<file path="src/rtl/oem_pkg.sv">
// Package: shared types and elaboration-time helpers for the odd-even merge
// network. Assumes the line count n is a power of two, 2 or larger.
package oem_pkg;

    typedef enum logic [1:0] {
        LINE_PASS = 2'd0,   // line is not touched in this column
        LINE_LOW  = 2'd1,   // upper line of a compare-exchange pair
        LINE_HIGH = 2'd2    // lower line of a compare-exchange pair
    } line_role_e;

    // Distance between paired lines in column s.
    function automatic int column_span(input int n, input int s);
        return n >> (s + 1);
    endfunction

    // Role of line x in column s of the odd-even merge of two n/2 blocks.
    function automatic line_role_e line_role(input int n, input int s, input int x);
        int k;
        k = column_span(n, s);
        if (s == 0)
            return (x < k) ? LINE_LOW : LINE_HIGH;
        if (x < k || x >= n - k)
            return LINE_PASS;
        return ((((x - k) / k) % 2) == 0) ? LINE_LOW : LINE_HIGH;
    endfunction

endpackage

</file>
<file path="src/rtl/oem_cmp_exch.sv">
// Module: one compare-exchange cell. The smaller key goes to lo and the
// larger to hi. Equal keys are not swapped. Keys are unsigned.
module oem_cmp_exch #(
    parameter int W = 8
) (
    input  logic [W-1:0] a,
    input  logic [W-1:0] b,
    output logic [W-1:0] lo,
    output logic [W-1:0] hi
);
    logic swap;

    // Swap only when the upper key is strictly greater than the lower one.
    always_comb begin
        swap = (b < a);
        lo   = swap ? b : a;
        hi   = swap ? a : b;
    end
endmodule

</file>
<file path="src/rtl/oem_column.sv">
// Module: one column of the odd-even merge network, with an optional
// register on its output. Assumes N is a power of two and S < log2(N).
module oem_column #(
    parameter int W   = 8,
    parameter int N   = 8,
    parameter int S   = 0,
    parameter bit REG = 1'b1
) (
    input  logic         clk,
    input  logic         rst_n,
    input  logic         in_valid,
    input  logic [N*W-1:0] in_keys,
    output logic         out_valid,
    output logic [N*W-1:0] out_keys
);
    localparam int K = oem_pkg::column_span(N, S);

    logic [W-1:0]   line_net [N];
    logic [N*W-1:0] comb_keys;

    // Place a cell on each upper line of a pair, and a wire on each idle line.
    for (genvar x = 0; x < N; x++) begin : g_line
        localparam oem_pkg::line_role_e ROLE = oem_pkg::line_role(N, S, x);
        if (ROLE == oem_pkg::LINE_LOW) begin : g_cell
            oem_cmp_exch #(.W(W)) u_cx (
                .a  (in_keys[x*W +: W]),
                .b  (in_keys[(x+K)*W +: W]),
                .lo (line_net[x]),
                .hi (line_net[x+K])
            );
        end else if (ROLE == oem_pkg::LINE_PASS) begin : g_wire
            assign line_net[x] = in_keys[x*W +: W];
        end
        assign comb_keys[x*W +: W] = line_net[x];
    end

    if (REG) begin : g_reg
        // Register the column output; the reset clears both data and strobe.
        always_ff @(posedge clk) begin
            if (!rst_n) begin
                out_valid <= 1'b0;
                out_keys  <= '0;
            end else begin
                out_valid <= in_valid;
                out_keys  <= comb_keys;
            end
        end
    end else begin : g_comb
        assign out_valid = in_valid;
        assign out_keys  = comb_keys;
    end
endmodule

</file>
<file path="src/rtl/oem_merge.sv">
// Module: top of the odd-even merge network. It merges two nondecreasing
// blocks of N/2 unsigned keys into one nondecreasing vector of N keys.
// Assumes N is a power of two, 2 or larger, and that the caller supplies
// sorted blocks. REGISTERED=1 gives a latency of log2(N) cycles.
module oem_merge #(
    parameter int W          = 8,
    parameter int N          = 8,
    parameter bit REGISTERED = 1'b1
) (
    input  logic         clk,
    input  logic         rst_n,
    input  logic         in_valid,
    input  logic [N*W-1:0] in_keys,
    output logic         out_valid,
    output logic [N*W-1:0] out_keys
);
    localparam int COLS = $clog2(N);

    logic [N*W-1:0] chain_keys  [COLS+1];
    logic           chain_valid [COLS+1];

    assign chain_keys[0]  = in_keys;
    assign chain_valid[0] = in_valid;

    // Chain the columns, widest span first.
    for (genvar s = 0; s < COLS; s++) begin : g_col
        oem_column #(.W(W), .N(N), .S(s), .REG(REGISTERED)) u_col (
            .clk       (clk),
            .rst_n     (rst_n),
            .in_valid  (chain_valid[s]),
            .in_keys   (chain_keys[s]),
            .out_valid (chain_valid[s+1]),
            .out_keys  (chain_keys[s+1])
        );
    end

    assign out_valid = chain_valid[COLS];
    assign out_keys  = chain_keys[COLS];
endmodule

</file>
<file path="config.mk">
export PLATFORM = sky130hd
export DESIGN_NAME = oem_merge
export DESIGN_NICKNAME = d
export VERILOG_FILES = /design/src/rtl/oem_pkg.sv /design/src/rtl/oem_cmp_exch.sv /design/src/rtl/oem_column.sv /design/src/rtl/oem_merge.sv
export SDC_FILE = /design/constraint.sdc
export NUM_CORES = 1
export LEC_CHECK = 0
export ABC_CLOCK_PERIOD_IN_PS = 2300
export BUFFER_PORTS_ARGS = -buffer_cell sky130_fd_sc_hd__buf_4
export CORE_ASPECT_RATIO = 1.5
export CORE_MARGIN = 2
export CORE_UTILIZATION = 40
export DETAILED_ROUTE_END_ITERATION = 8
export SYNTH_ARGS = -nofsm -noshare
export SYNTH_HDL_FRONTEND = slang
export SYNTH_SLANG_ARGS = --single-unit
</file>
<file path="constraint.sdc">
create_clock -name clk -period 2.3 [get_ports clk]
set_clock_uncertainty 0.2 [all_clocks]
set_input_delay 0.345 -clock clk [delete_from_list [all_inputs] [get_ports clk]]
set_output_delay 0.345 -clock clk [all_outputs]
set_load 0.05 [all_outputs]
</file>
==> run metrics, run 1 <==
status finished, final reports clean; worst-path cell chain dlygate4sd3_1 -> buf_4 -> ha_1 -> nand2_1 -> o21ai_2 -> a31oi_4 -> buf_4 -> and4b_1 -> or3_1; detailed-route wire length per cell 14.2 um; max cap viols 0; CP max stage delay 0.53 ns; syn avg cell area 9.43 um2; Root Buffer clkbuf_16; dpl ws -0.170 ns; Die H 190 um; FF-to-FF End g_col[1].u_col.out_keys[25]; Layout Nets 1222; Slowest cell on crit path dlygate4sd3_1; final hold violations 0; Ant. Diodes 0; H-tree depth 4; crit path kind in -> reg; Port Buffers 131; Mapped Nets 1107; placed instance count 1318; synth warn 0; Yosys reg bits 195; DR vias/cell 4.96; Peak Freq 0.449 GHz; global route overflow 0; Horiz. Die Dim 128 um; I/O pins 132; top_reg_cell synth dfxtp_1; slew margin rel. 0.660; post-detail-place hpwl 14.7 mm; WP data required 2.43 ns; fin crit share 0.969; fin crit period 2.23 ns; FFs w/ async S/R, synth 0; register area share after synthesis 0.424; GR Util All Layers 0.165; Synth top area share 0.424; Finished Layout Cells 1385; first-pass GRT wire length 31.5 mm; Setup violations, final 0; clk buf depth 2; initial antenna violation count 0; Post-Route WL 19.6 mm; share of layout cells above drive strength 1 0.206; Syn Std Cell Area 9210 um2; hold path depth 3; area delta synth->final 21.3%; hold path start in_keys[56]; worst-skew pair later-pin latency 0.44 ns; routability cong. 0.861; unrepaired setup endpoints after global routing false; FILL cells 2150; Crit path top cell by count buf_4; cells on worst reg2reg path 8; Core ar. 22800 um2; Leak 5.20 nW; setup slack after layout 0.0708 ns; cell accounting for the most synthesized area dfxtp_1; Die ar. 24300 um2; largest cells by area after synthesis dfxtp_1 (42%), mux2i_1 (12%), ha_1 (8.6%), buf_4 (5.9%), nand2_1 (5.1%); Worst-Margin Slew 0.503 ns; maximum vdd drop 0.549 mV; crit path capture type flip-flop; critical path's top delay family buffers and inverters; TritonCTS clock tree built; Arr. time, crit path 2.36 ns; CP startpoint kind primary input; Max Slew Vio Count 0; CP bufs+invs 3; CTS clock-pin slew for the worst setup and hold paths 0.08 ns; DRC 0; vias post-DR 6869; initial core utilization 0.404; power per cell area 858 nW/um2; DR iter-0 viols 328; worst hold path class in -> reg; post-synth cell types 31; Antenna Nets Post-Route 0; reg2reg start g_col[0].u_col.out_keys[25]; worst-path maximum fanout 6; vias in the first global route 6564; Post-synth EDFFs 0; FP Rows 68; DR pass1 iterations 6; gate count of the mapped netlist 977; clock sink count 195; largest net degree at the start of global routing 103; WHS Endpoint g_col[0].u_col.out_keys[56]; flop2flop setup slack 0.25 ns; CTS Buf Count 17
-- how the worst max path moves through the flow --
stage / from / endpoint / slack, ns / cells past startpoint
final: in_keys[34] / g_col[0].u_col.out_keys[32] / 0.07 / 9
after detailed placement: in_keys[5] / g_col[0].u_col.out_keys[35] / -0.17 / 9
after floorplan: in_keys[13] / g_col[0].u_col.out_keys[40] / 0.08 / 8
after CTS: in_keys[2] / g_col[0].u_col.out_keys[35] / 0.03 / 10
after global routing: in_keys[11] / g_col[0].u_col.out_keys[10] / 0.006 / 8
after global placement: in_keys[5] / g_col[0].u_col.out_keys[35] / -0.13 / 9
-- placed cells by master, fill, tap and decap left out, types with 5 or more instances in the layout --
| cell | synthesis | final |
|---|---|---|
| ha_1 | 63 | 62 |
| a32o_1 | 7 | 7 |
| and3_1 | 18 | 18 |
| a31oi_1 | 20 | 20 |
| nor2_1 | 21 | 21 |
| nand4_1 | 14 | 14 |
| o21ai_1 | 9 | 8 |
| dfxtp_1 | 195 | 195 |
| o211ai_2 | 7 | 7 |
| and2_1 | 51 | 51 |
| nor2b_1 | 10 | 10 |
| inv_1 | 63 | 63 |
| buf_4 | 72 | 179 |
| nand3_1 | 42 | 42 |
| nand4b_1 | 20 | 20 |
| dlygate4sd3_1 | 0 | 32 |
| a21o_1 | 9 | 9 |
| or3_1 | 5 | 5 |
| a21oi_1 | 23 | 23 |
| o211ai_1 | 20 | 20 |
| mux2i_1 | 112 | 112 |
| clkbuf_16 | 0 | 17 |
| a311o_1 | 7 | 7 |
| and4b_1 | 5 | 5 |
| nand2_1 | 126 | 126 |
-- layer usage --
| layer | up-vias | wire (um) | global-route usage |
|---|---|---|---|
| met5 | - | 0 | 0 |
| met4 | 0 | 716 | 0.0786 |
| met3 | 41 | 755 | 0.0374 |
| met2 | 144 | 10400 | 0.307 |
| met1 | 3164 | 7750 | 0.174 |
| li1 | 3520 | - | - |
-- state kept, by name, indices dropped and copies added (netlist names) --
signal / cells
g_col.u_col.out_valid: 3
g_col.u_col.out_keys: 192
-- stage by stage --
stage / area, um2 / setup TNS, ns / power [mW] / utilization / hold WS, ns
finish: 11200 / 0 / 9.58 / 0.490 / 0.00754
global route: 11200 / 0 / 10.1 / 0.490 / 0.00529
CTS: 11100 / 0 / 9.68 / 0.489 / 0.000299
detailed placement: 10200 / -1.96 / 6.80 / 0.449 / 0.217
global placement: 10200 / -1.17 / 6.76 / 0.449 / 0.214
floorplan: 9210 / 0 / 6.19 / - / 0.212
-- report_power, final --
| group | total, mW | internal, mW | switching (mW) |
|---|---|---|---|
| logic | 2.80 | 1.20 | 1.60 |
| registers | 3.96 | 3.78 | 0.181 |
| clock network | 2.82 | 1.46 | 1.37 |
-- logic make-up (layout without fill, tap and decap cells) --
| kind of cell | Yosys count | after routing | share of synthesized area |
|---|---|---|---|
| compound gates | 106 | 106 | 0.0852 |
| fa+ha+maj | 63 | 63 | 0.0856 |
| buf+inv | 185 | 313 | 0.106 |
| flops | 195 | 195 | 0.424 |
| mux | 112 | 112 | 0.122 |
| simple gates | 316 | 316 | 0.178 |
-- worst min-delay path: stages --
cell and delay (ns):
buf_4 0.11, nand2_1 0.07, mux2i_1 0.07
-- cells in the mapped netlist (14+ instances only) --
cell type / count
inv_1: 63
a21oi_1: 23
and3_1: 18
nand3_1: 42
mux2i_1: 112
nand2_1: 126
o211ai_1: 20
buf_4: 72
dfxtp_1: 195
nand4b_1: 20
clkbuf_1: 40
ha_1: 63
a31oi_1: 20
and2_1: 51
nand4_1: 14
nor2_1: 21
-- final cells by class --
type | instances | area [um2] | area share
clock inverter | 13 | 120 | 0.0107
sequential | 195 | 3900 | 0.349
multi-input combinational | 597 | 4340 | 0.389
clock buffer | 19 | 443 | 0.0396
inverter | 63 | 236 | 0.0212
timing repair buffer | 218 | 1780 | 0.159
tap | 280 | 350 | 0.0313
-- repair_timing --
| item | 4_1_cts | 5_1_grt |
|---|---|---|
| setup buffers | 0 | 3 |
| setup endpoints to repair | 0 | 15 |
| endpoints found under the hold margin | 21 | 0 |
| gates resized for setup | 0 | 5 |
| hold buffers | 33 | 0 |
(Power assumes the default switching activity.)
==> inputs of run 2 (changes only) <==
- CORE_UTILIZATION: 40 -> 52
- PLACE_DENSITY: unset -> 0.76
==> run metrics, run 2 (synthesized netlist as in run 1, its figures left out) <==
slew margin rel. 0.660; first-pass GRT wire length 31.1 mm; Port Buffers 131; Ant. Diodes 0; status finished, final reports clean; largest reg by FF count g_col.u_col.out_keys; most frequent cells in the layout dfxtp_1 (195), buf_4 (174), nand2_1 (126); fin crit share 0.969; Core ar. 17300 um2; H-tree depth 4; I/O pins 132; Setup violations, final 0; fin crit period 2.23 ns; hold path depth 3; DR pass1 iterations 5; Post-DP Area 10100 um2; Die ar. 18800 um2; GR Util All Layers 0.206; clock sink count 195; max cap viols 0; Post-Route WL 18.9 mm; hold path start in_keys[23]; commonest non-fill, non-tap cell in the layout dfxtp_1; global route overflow 0; Peak Freq 0.449 GHz; final hold violations 0; number of flip-flops in the largest register 192; worst-skew pair later-pin latency 0.43 ns; crit path capture type flip-flop; WP data required 2.41 ns; Arr. time, crit path 2.34 ns; GR Util met1 0.220; vias post-DR 6890; detailed-route wire length per cell 14.6 um; TritonCTS clock tree built; Leak 5.12 nW; maximum vdd drop 0.564 mV; DRC 0; CP startpoint kind primary input; Top Registers g_col.u_col.out_keys (192), g_col.u_col.out_valid (3); DR iter-0 viols 338; clk buf depth 2; Crit path top cell by count buf_4; Finished Core Util 0.630; initial antenna violation count 0; share of layout cells above drive strength 1 0.204; cells on worst reg2reg path 8; crit path kind in -> reg; CP max stage delay 0.55 ns; area delta synth->final 18.7%; post-detail-place hpwl 14.0 mm; Antenna Nets Post-Route 0; CTS Buf Count 17; met2 GRT Util 0.390; Horiz. Die Dim 113 um; unrepaired setup endpoints after global routing false; largest net degree at the start of global routing 85; CTS clock-pin slew for the worst setup and hold paths 0.07 ns; power per cell area 876 nW/um2; reg2reg start g_col[0].u_col.out_keys[26]; Layout Nets 1203; busiest grt layer met2; DR vias/cell 5.30; FF-to-FF End g_col[1].u_col.out_keys[28]; FP Rows 59; worst-path maximum fanout 8; initial core utilization 0.531; Slowest cell on crit path dlygate4sd3_1; routability cong. 0.856; Die H 167 um; Max Slew Vio Count 0; flop2flop setup slack 0.28 ns; total power 9.58 mW; Worst-Margin Slew 0.509 ns; vias in the first global route 6608; WHS Endpoint g_col[0].u_col.out_keys[55]; Final Cell Area 10900 um2; worst hold path class in -> reg; GR Util met3 0.0277; Root Buffer clkbuf_16; worst-path cell chain dlygate4sd3_1 -> buf_4 -> ha_1 -> a221o_1 -> a31oi_4 -> buf_4 -> nor2_1 -> a311o_1
[run 2: cell count changes in the layout (fill, tap and decap cells not counted), moves of 2 or more]
cell and delta:
clkinv_8 +2, clkinv_4 -2, buf_6 -2, dlygate4sd3_1 -13, buf_4 -5
[run 2: cell type report]
type | count | area [um2]
timing repair buffer | 199 | 1610
multi-input combinational | 597 | 4340
inverter | 63 | 236
tap | 213 | 267
clock inverter | 14 | 140
clock buffer | 18 | 439
fill | 1421 | 6410
sequential | 195 | 3900
[run 2: per-layer routing]
layer  up-vias  part of all wire
met5         -                 0
met1      3187              0.38
met2       166              0.55
met3        38             0.034
li1       3499                 -
met4         0             0.032
[run 2: worst max-delay path by stage]
stage	depth (start not counted)	startpoint	slack, ns	end
floorplan	8	in_keys[13]	0.08	g_col[0].u_col.out_keys[40]
global placement	9	in_keys[5]	-0.14	g_col[0].u_col.out_keys[33]
detailed placement	9	in_keys[5]	-0.19	g_col[0].u_col.out_keys[38]
CTS	8	in_keys[35]	0.04	g_col[0].u_col.out_keys[38]
global route	9	in_keys[57]	0.01	g_col[0].u_col.out_keys[25]
finish	8	in_keys[35]	0.07	g_col[0].u_col.out_keys[38]
[run 2: per-stage QoR]
step	TNS [ns]	cells	hold slack, ns	worst slack (ns)
finish	0	1299	0.00941	0.0713
floorplan	0	977	0.212	0.0769
CTS	0	1298	0.000478	0.0382
detailed placement	-2.11	1247	0.217	-0.190
global placement	-1.01	1247	0.214	-0.144
global route	0	1299	0.0123	0.0118
[run 2: where the power goes]
| group | internal [mW] | switching, mW | leakage [nW] |
|---|---|---|---|
| Combinational | 1.17 | 1.60 | 3.24 |
| Clock | 1.47 | 1.38 | 0.280 |
| Sequential | 3.78 | 0.183 | 1.61 |
| Total | 6.42 | 3.16 | 5.12 |
[run 2: what timing repair did]
action | CTS | global route
hold buffers | 19 | 0
gates resized for setup | 0 | 2
hold endpoints to repair | 14 | 0
endpoints found under the setup margin | 0 | 9
setup buffers | 0 | 1
[run 2: worst max-delay path: cells and delay by family]
| kind | cells | cell delay, ns |
|---|---|---|
| buffers and inverters | 3 | 0.91 |
| AOI/OAI and AO/OA | 3 | 0.87 |
| adders and majority gates | 1 | 0.18 |
| and+or+nand+nor | 1 | 0.05 |
